**config.mk**
```make
export PLATFORM = sky130hd
export DESIGN_NAME = pat_watch
export DESIGN_NICKNAME = d
export VERILOG_FILES = /design/src/rtl/pw_pkg.sv /design/src/rtl/pw_rst_sync.sv /design/src/rtl/pw_tick.sv /design/src/rtl/pw_track.sv /design/src/rtl/pw_hold.sv /design/src/rtl/pat_watch.sv
export SDC_FILE = /design/constraint.sdc
export NUM_CORES = 1
export LEC_CHECK = 0
export BUFFER_PORTS_ARGS = -buffer_cell sky130_fd_sc_hd__buf_4
export CORE_ASPECT_RATIO = 1.5
export CORE_UTILIZATION = 50
export CTS_BUF_LIST = sky130_fd_sc_hd__clkbuf_4
export DETAILED_ROUTE_END_ITERATION = 8
export GPL_TIMING_DRIVEN = 1
export PLACE_DENSITY = 0.76
export SLEW_MARGIN = 5
export SYNTH_ARGS = -nofsm -noshare
export SYNTH_HDL_FRONTEND = slang
export SYNTH_HIERARCHICAL = 1
export SYNTH_SLANG_ARGS = --single-unit
```
**constraint.sdc**
```tcl
create_clock -name clk -period 5.14 [get_ports clk]
set_clock_uncertainty 0.15 [all_clocks]
set_input_delay 1.028 -clock clk [delete_from_list [all_inputs] [get_ports clk]]
set_output_delay 1.028 -clock clk [all_outputs]
set_load 0.05 [all_outputs]
```
**src/rtl/pw_pkg.sv**
```systemverilog
package pw_pkg;
  localparam int unsigned PW_NUM_ST = 5;
  localparam int unsigned PW_PROBE_W = 8;

  // Tracker states: length of the matched prefix of 0,1,1,1,0
  typedef enum logic [2:0] {
    ST_IDLE = 3'd0,
    ST_Z    = 3'd1,
    ST_ZO   = 3'd2,
    ST_ZOO  = 3'd3,
    ST_ZOOO = 3'd4
  } pw_st_e;
endpackage

```
**src/rtl/pw_rst_sync.sv**
```systemverilog
module pw_rst_sync #(
  parameter int unsigned STAGES = 2
) (
  input  logic clk,
  input  logic rst_n,
  output logic rst_sync_n
);
  logic [STAGES-1:0] sync_q;

  always_ff @(posedge clk or negedge rst_n) begin
    if (!rst_n) sync_q <= '0;
    else        sync_q <= {sync_q[STAGES-2:0], 1'b1};
  end

  assign rst_sync_n = sync_q[STAGES-1];
endmodule

```
**src/rtl/pw_tick.sv**
```systemverilog
module pw_tick #(
  parameter int unsigned DIV = 10000
) (
  input  logic clk,
  input  logic rst_n,
  output logic tick_o
);
  localparam int unsigned CW = (DIV > 2) ? $clog2(DIV) : 1;
  localparam logic [CW-1:0] LAST = CW'(DIV - 1);

  logic [CW-1:0] cnt_q, cnt_d;

  always_comb begin
    if (cnt_q == LAST) cnt_d = '0;
    else               cnt_d = cnt_q + 1'b1;
  end

  always_ff @(posedge clk or negedge rst_n) begin
    if (!rst_n) cnt_q <= '0;
    else        cnt_q <= cnt_d;
  end

  assign tick_o = (cnt_q == LAST);
endmodule

```
**src/rtl/pw_track.sv**
```systemverilog
module pw_track
  import pw_pkg::*;
(
  input  logic                 clk,
  input  logic                 rst_n,
  input  logic                 tick_i,
  input  logic                 bit_i,
  output logic                 match_o,
  output logic [PW_NUM_ST-1:0] st_oh_o
);
  pw_st_e st_q, st_d;

  always_comb begin
    st_d = st_q;
    unique case (st_q)
      ST_IDLE: st_d = bit_i ? ST_IDLE : ST_Z;
      ST_Z:    st_d = bit_i ? ST_ZO   : ST_Z;
      ST_ZO:   st_d = bit_i ? ST_ZOO  : ST_Z;
      ST_ZOO:  st_d = bit_i ? ST_ZOOO : ST_Z;
      ST_ZOOO: st_d = bit_i ? ST_IDLE : ST_Z;
      default: st_d = ST_IDLE;
    endcase
  end

  always_ff @(posedge clk or negedge rst_n) begin
    if (!rst_n)      st_q <= ST_IDLE;
    else if (tick_i) st_q <= st_d;
  end

  assign match_o = tick_i && (st_q == ST_ZOOO) && !bit_i;

  for (genvar gi = 0; gi < PW_NUM_ST; gi++) begin : g_oh
    assign st_oh_o[gi] = (st_q == pw_st_e'(gi));
  end
endmodule

```
**src/rtl/pw_hold.sv**
```systemverilog
module pw_hold #(
  parameter int unsigned HOLD = 2
) (
  input  logic clk,
  input  logic rst_n,
  input  logic tick_i,
  input  logic match_i,
  output logic flag_o
);
  localparam int unsigned CW = $clog2(HOLD + 1);

  logic [CW-1:0] cnt_q, cnt_d;

  always_comb begin
    cnt_d = cnt_q;
    if (match_i)                    cnt_d = CW'(HOLD);
    else if (tick_i && cnt_q != '0) cnt_d = cnt_q - 1'b1;
  end

  always_ff @(posedge clk or negedge rst_n) begin
    if (!rst_n) cnt_q <= '0;
    else        cnt_q <= cnt_d;
  end

  assign flag_o = (cnt_q != '0);
endmodule

```
**src/rtl/pat_watch.sv**
```systemverilog
module pat_watch
  import pw_pkg::*;
#(
  parameter int unsigned DIV  = 10000,
  parameter int unsigned HOLD = 2
) (
  input  logic                  clk,
  input  logic                  rst_n,
  input  logic                  serial_i,
  output logic                  hit_o,
  output logic [PW_PROBE_W-1:0] probe_o
);
  logic                 rst_sync_n;
  logic                 tick;
  logic                 match;
  logic                 flag;
  logic [PW_NUM_ST-1:0] st_oh;

  pw_rst_sync #(.STAGES(2)) u_rst (
    .clk        (clk),
    .rst_n      (rst_n),
    .rst_sync_n (rst_sync_n)
  );

  pw_tick #(.DIV(DIV)) u_tick (
    .clk    (clk),
    .rst_n  (rst_sync_n),
    .tick_o (tick)
  );

  pw_track u_track (
    .clk     (clk),
    .rst_n   (rst_sync_n),
    .tick_i  (tick),
    .bit_i   (serial_i),
    .match_o (match),
    .st_oh_o (st_oh)
  );

  pw_hold #(.HOLD(HOLD)) u_hold (
    .clk     (clk),
    .rst_n   (rst_sync_n),
    .tick_i  (tick),
    .match_i (match),
    .flag_o  (flag)
  );

  assign hit_o   = flag;
  assign probe_o = {st_oh, flag, tick, ~rst_sync_n};
endmodule

```
==> flow_metrics.py, run 1 <==
metrics = {
    "grt": {
        "grt_pass1_wl_mm": 3.04,
        "grt-ovfl-total": 0,
        "track_usage_pct": 19.4,
        "grt_pass1_vias": 745,
        "antenna_found_initial": 0,
        "grt_start_max_net_pins": 21,
    },
    "cts": {
        "cts_sinks": 21,
        "clockBufferDepth": 2,
        "postCtsSetupRepairBufs": 0,
        "htreeDepth": 1,
        "postCtsHoldBufs": 0,
        "clk_pin_slew_ns": 0.11,
        "cts_tree": "yes",
        "post_cts_resized": 0,
        "clk_latency_ns": 0.31,
        "cts_inserted_buffers": 3,
        "ctsRootBufferMaster": "clkbuf_4",
    },
    "worst_setup_path": {
        "r2r_end": "u_hold/cnt_q[0]",
        "crit_slowest_cell": "nor4_1",
        "critical_path_buf_inv_count": 1,
        "r2r-start": "u_tick/cnt_q[11]",
        "cp-end-kind": "primary output",
        "path_delay_family": "simple AND/OR/NAND/NOR gates",
        "crit_path_cell_trace": "or4b_4 > nor4_1 > buf_4",
        "path_class": "reg -> out",
        "cp-start-kind": "flop",
        "r2r_setup_slack_ns": 2.31,
        "critPathArrivalTime_ns": 2.37,
        "required_ns": 3.96,
        "slowest_delay_ns": 0.74,
        "cp_max_fo": 7,
        "ff2ff_path_depth": 6,
    },
    "placement": {
        "gp_congestion": 0.782,
        "dp_slack_ns": 1.95,
        "port_buffers": 11,
        "dp_hpwl_mm": 1.28,
        "dp.cells": 130,
    },
    "timing": {
        "period_share_pct": 69.1,
        "postLayoutSetupSlackWorst_ns": 1.59,
        "worst_slew_pin_slew_ns": 0.869,
        "rsz0062_at_grt": "no",
        "relSlewSlack_pct": 41.5,
        "fmax_mhz": 282,
        "slew_violations": 0,
        "setup_tns_ns": 0,
        "setup_viol": 0,
        "finalHoldViolations": 0,
        "fin_crit_ns": 3.55,
    },
    "detailed_routing": {
        "wl_met2_microns": 871,
        "drtPass1Iterations": 4,
        "vias": 740,
        "initialDrtViolationCount": 17,
        "drc": 0,
        "wl_per_cell_microns": 13.0,
        "wl_met1_microns": 740,
        "wl_met3_microns": 65,
        "viasPerCell": 5.52,
        "top_layer_used": "met4",
        "postRouteWirelength_mm": 1.74,
        "ant_nets": 0,
    },
    "power": {
        "leakage_nw": 0.603,
        "ir_worst_vdd_mv": 0.165,
        "power_density_mw_per_mm2": 210,
    },
    "logic_synthesis": {
        "async_flop_share_pct": 100,
        "syn_inst": 101,
        "synth_top_area_share_pct": 48.1,
        "synth_area_leaders": "dfrtp_1 (48%), xor2_1 (5.6%), nor2_1 (3.8%)",
        "ys_ff_latch": 21,
        "synth_edf_count": 0,
        "syn_avg_cell_area_sq_um": 10.8,
        "ys.flop_type": "dfrtp_1",
        "ys_warn_count": 6,
        "syn_area_sq_mm": 0.00109,
        "synth_most_common_cell": "dfrtp_1",
        "synthTopCellsByCount": "dfrtp_1 (21), nor2_1 (11), xor2_1 (7), inv_1 (6), nand3_1 (5)",
        "ys_types": 32,
        "syn-num-nets": 107,
        "yosysTopAreaCell": "dfrtp_1",
        "seq_area_frac_synth_pct": 48.1,
    },
    "floorplanning": {
        "row_count": 20,
        "fp.dieW_microns": 40.2,
        "initial_core_util_pct": 53.3,
        "dieHeight_microns": 59.3,
        "die-area_sq_mm": 0.00238,
        "io_pins": 12,
        "coreArea_sq_mm": 0.00205,
    },
    "layout": {
        "layout.cells.non_filler": 134,
        "nets": 119,
        "n_antenna_cell": 0,
        "drive_gt1_share_pct": 20.5,
        "nFillCells": 172,
        "area_growth_pct": 9.84,
    },
    "run_status": {
        "status": "completed",
    },
    "flow_run": {
        "drv_cap": 0,
    },
    "worst_hold_path": {
        "hp-class": "reg -> async",
    },
}
## sequential cells by signal, indices dropped and copies added, names as in the netlist
name          flops
u_hold/cnt_q      2
u_rst/sync_q      2
u_tick/cnt_q     14
u_track/st_q      3
## where the power goes
group	leakage, nW	internal (mW)	switching, mW	total, mW
clock network	0.0177	0.0291	0.0500	0.0791
logic	0.316	0.00183	0.00266	0.00448
registers	0.269	0.166	0.00296	0.169
total	0.603	0.197	0.0556	0.252
## through the flow
step           utilization, %  instance area [sq um]  hold slack (ns)  total power, mW
3_5_place_dp             57.2                   1170            0.193            0.177
5_1_grt                  58.5                   1200            0.250            0.265
6_report                 58.5                   1200            0.168            0.252
2_1_floorplan               -                   1090           0.0989            0.173
4_1_cts                  58.5                   1200            0.192            0.257
3_3_place_gp             57.2                   1170            0.185            0.177
## how the worst max path moves through the flow
stage | startpoint | endpoint | slack [ns] | cells after the start
floorplan | u_tick/cnt_q[11] | probe_o[1] | 2.12 | 3
global placement | u_tick/cnt_q[11] | probe_o[1] | 1.97 | 3
detailed placement | u_tick/cnt_q[11] | probe_o[1] | 1.95 | 3
CTS | u_tick/cnt_q[7] | probe_o[1] | 1.58 | 3
global route | u_tick/cnt_q[7] | probe_o[1] | 1.44 | 3
finish | u_tick/cnt_q[11] | probe_o[1] | 1.59 | 3
## layer usage
| layer | GRT usage (%) | vias up |
|---|---|---|
| met4 | 12.9 | 0 |
| met5 | 0 | - |
| met2 | 30.9 | 16 |
| met3 | 6.02 | 7 |
| met1 | 21.0 | 351 |
| li1 | - | 366 |
## final cells by class
cell class                      instances  area (sq um)  area share, %
Tap cell                               22          27.5           2.29
Multi-Input combinational cell         70           515           42.9
Clock inverter                          1          5.00          0.417
Inverter                                6          22.5           1.88
Clock buffer                            3          22.5           1.88
Sequential cell                        21           526           43.8
Timing Repair Buffer                   11          82.6           6.88
## cells by family after synthesis
| logic type | count (synthesis) | synth area share, % |
|---|---|---|
| flip-flops | 21 | 48.1 |
| multiplexers | 3 | 3.20 |
| AND/OR/NAND/NOR | 45 | 27.1 |
| buffers and inverters | 10 | 4.81 |
| adder cells (fa/ha/maj) | 3 | 3.43 |
| other | 1 | 0.343 |
| AO/OA/AOI/OAI | 8 | 5.03 |
| XOR/XNOR | 10 | 8.01 |
## placed cells by master, fill, tap and decap left out, types with 2 or more instances in the layout
cell type,Yosys,final
nand3_1,5,5
clkbuf_4,0,3
o21ai_0,2,2
or3_1,2,2
nand2_1,4,4
a21oi_1,2,2
mux2i_1,2,2
a22o_1,2,2
nor2b_1,3,3
nor3b_2,2,2
nand4_1,3,3
dfrtp_1,21,21
nor2_1,11,11
xor2_1,7,7
nor3_1,4,4
inv_1,6,6
buf_4,4,11
nor4_1,2,2
xnor2_1,3,3
ha_1,3,3
No activity file was read; power rests on OpenSTA's default activity.
==> run 2: changes to the inputs <==
==> constraint.sdc (replaced) <==
create_clock -name clk -period 3.4 [get_ports clk]
set_clock_uncertainty 0.15 [all_clocks]
set_input_delay 0.68 -clock clk [delete_from_list [all_inputs] [get_ports clk]]
set_output_delay 0.68 -clock clk [all_outputs]
set_load 0.05 [all_outputs]
==> run 2 against run 1 <==
Flip-flop and latch count unchanged. Total power is 53% higher. Register-to-register slack got worse by 1.3 ns. Final area rose by 2.1%. Die area stayed put. Clock power is 55% higher. Combinational power rose to 2.8 times the previous value. Global-route usage down 0.33 points. Wire length rose by 4.9%. Final cell count increased by 2.2%. Critical path depth up 1. Sequential share of layout area fell by 0.89 points.
==> flow_metrics.py, run 2 (synthesis gave the netlist of run 1 again) <==
metrics = {
    "floorplanning": {
        "row_count": 20,
        "fp.dieW_microns": 40.2,
        "coreArea_sq_mm": 0.00205,
        "io_pins": 12,
        "dieHeight_microns": 59.3,
        "initial_core_util_pct": 53.3,
        "die-area_sq_mm": 0.00238,
    },
    "worst_setup_path": {
        "critical_path_buf_inv_count": 2,
        "required_ns": 2.57,
        "cp.depth": 4,
        "cp-end-kind": "primary output",
        "crit_path_frequent_cell": "buf_4",
        "slowest_delay_ns": 0.56,
        "crit_start": "u_tick/cnt_q[11]",
        "crit_path_cell_trace": "or4b_4 > nor4_1 > buf_4 > buf_4",
        "r2r_setup_slack_ns": 1.06,
        "crit_slowest_cell": "or4b_4",
        "cp-start-kind": "flop",
        "cp_max_fo": 7,
        "crit_end": "probe_o[1]",
        "r2r_end": "u_hold/cnt_q[1]",
        "path_class": "reg -> out",
        "path_delay_family": "simple AND/OR/NAND/NOR gates",
        "ff2ff_path_depth": 7,
        "critPathArrivalTime_ns": 1.92,
        "r2r-start": "u_tick/cnt_q[11]",
    },
    "cts": {
        "postCtsHoldBufs": 1,
        "cts_inserted_buffers": 3,
        "clockBufferDepth": 2,
        "htreeDepth": 1,
        "cts_sinks": 21,
        "clk_latency_ns": 0.31,
        "postCtsSetupRepairBufs": 0,
        "clk_pin_slew_ns": 0.12,
        "ctsRootBufferMaster": "clkbuf_4",
        "cts_tree": "yes",
        "post_cts_resized": 0,
    },
    "grt": {
        "grt-ovfl-total": 0,
        "grt_pass1_wl_mm": 3.00,
        "grt_pass1_vias": 706,
        "track_usage_pct": 19.0,
        "antenna_found_initial": 0,
        "grt_start_max_net_pins": 20,
    },
    "timing": {
        "setup_viol": 0,
        "fmax_mhz": 363,
        "relSlewSlack_pct": 64.6,
        "slew_violations": 0,
        "period_share_pct": 81.0,
        "rsz0062_at_grt": "no",
        "worst_slew_pin_slew_ns": 0.528,
        "postLayoutSetupSlackWorst_ns": 0.647,
        "finalHoldViolations": 0,
        "fin_crit_ns": 2.75,
        "setup_tns_ns": 0,
    },
    "power": {
        "p_total_uw": 387,
        "leakage_nw": 0.617,
        "ir_worst_vdd_mv": 0.209,
        "power_density_mw_per_mm2": 315,
    },
    "layout": {
        "final_common_cell": "dfrtp_1",
        "final_area_sq_mm": 0.00123,
        "drive_gt1_share_pct": 21.7,
        "nets": 122,
        "n_antenna_cell": 0,
        "top_regs": "u_tick/cnt_q: 14 flops, u_track/st_q: 3 flops",
        "largest_register_ffs": 14,
        "top_register": "u_tick/cnt_q",
        "area_growth_pct": 12.1,
        "layout.cells.non_filler": 137,
        "final_cell_mix": "dfrtp_1 (21), buf_4 (13), nor2_1 (11)",
    },
    "placement": {
        "dp.cells": 132,
        "dp_slack_ns": 0.991,
        "gp_congestion": 0.861,
        "port_buffers": 11,
        "placedInstanceArea_sq_mm": 0.00119,
        "dp_hpwl_mm": 1.34,
    },
    "detailed_routing": {
        "drc": 0,
        "vias": 773,
        "viasPerCell": 5.64,
        "wl_per_cell_microns": 13.3,
        "postRouteWirelength_mm": 1.83,
        "initialDrtViolationCount": 10,
        "drtPass1Iterations": 4,
        "ant_nets": 0,
    },
    "worst_hold_path": {
        "hp-class": "reg -> async",
    },
    "run_status": {
        "status": "completed",
    },
    "flow_run": {
        "drv_cap": 0,
    },
}
run 2: worst min-delay path by stage:
stage,cells past startpoint,endpoint,slack [ns],start
finish,1,u_hold/cnt_q[0],0.08,u_rst/sync_q[1]
global route,1,u_hold/cnt_q[1],0.11,u_rst/sync_q[1]
CTS,1,u_track/st_q[1],0.09,u_rst/sync_q[1]
detailed placement,1,u_hold/cnt_q[0],0.08,u_rst/sync_q[1]
global placement,1,u_hold/cnt_q[0],0.08,u_rst/sync_q[1]
floorplan,0,u_hold/cnt_q[0],0.1,u_rst/sync_q[1]
run 2: area by class of cell:
cell class / instances / area (sq um)
fill: 171 / 826
clock inverter: 1 / 5.00
multi-input combinational: 70 / 515
inverter: 6 / 22.5
timing repair buffer: 14 / 108
sequential: 21 / 526
clock buffer: 3 / 22.5
tap: 22 / 27.5
run 2: per-stage QoR:
step | util, % | hold WS, ns
floorplan | - | 0.0989
global placement | 57.9 | 0.0785
detailed placement | 57.9 | 0.0799
CTS | 59.8 | 0.0860
global route | 59.8 | 0.112
finish | 59.8 | 0.0779
run 2: report_power, final:
group	total [mW]	switching, mW	internal [mW]
Combinational	0.0126	0.00833	0.00427
Sequential	0.251	0.000467	0.251
Clock	0.123	0.0787	0.0440
Total	0.387	0.0875	0.299
run 2: metal layers:
layer | share of wire, % | track usage [%] | up-vias
met1 | 42 | 22.6 | 377
met3 | 4.7 | 4.51 | 2
li1 | - | - | 374
met4 | 1.0 | 8.57 | 0
met5 | 0 | 0 | -
met2 | 52 | 31.3 | 20
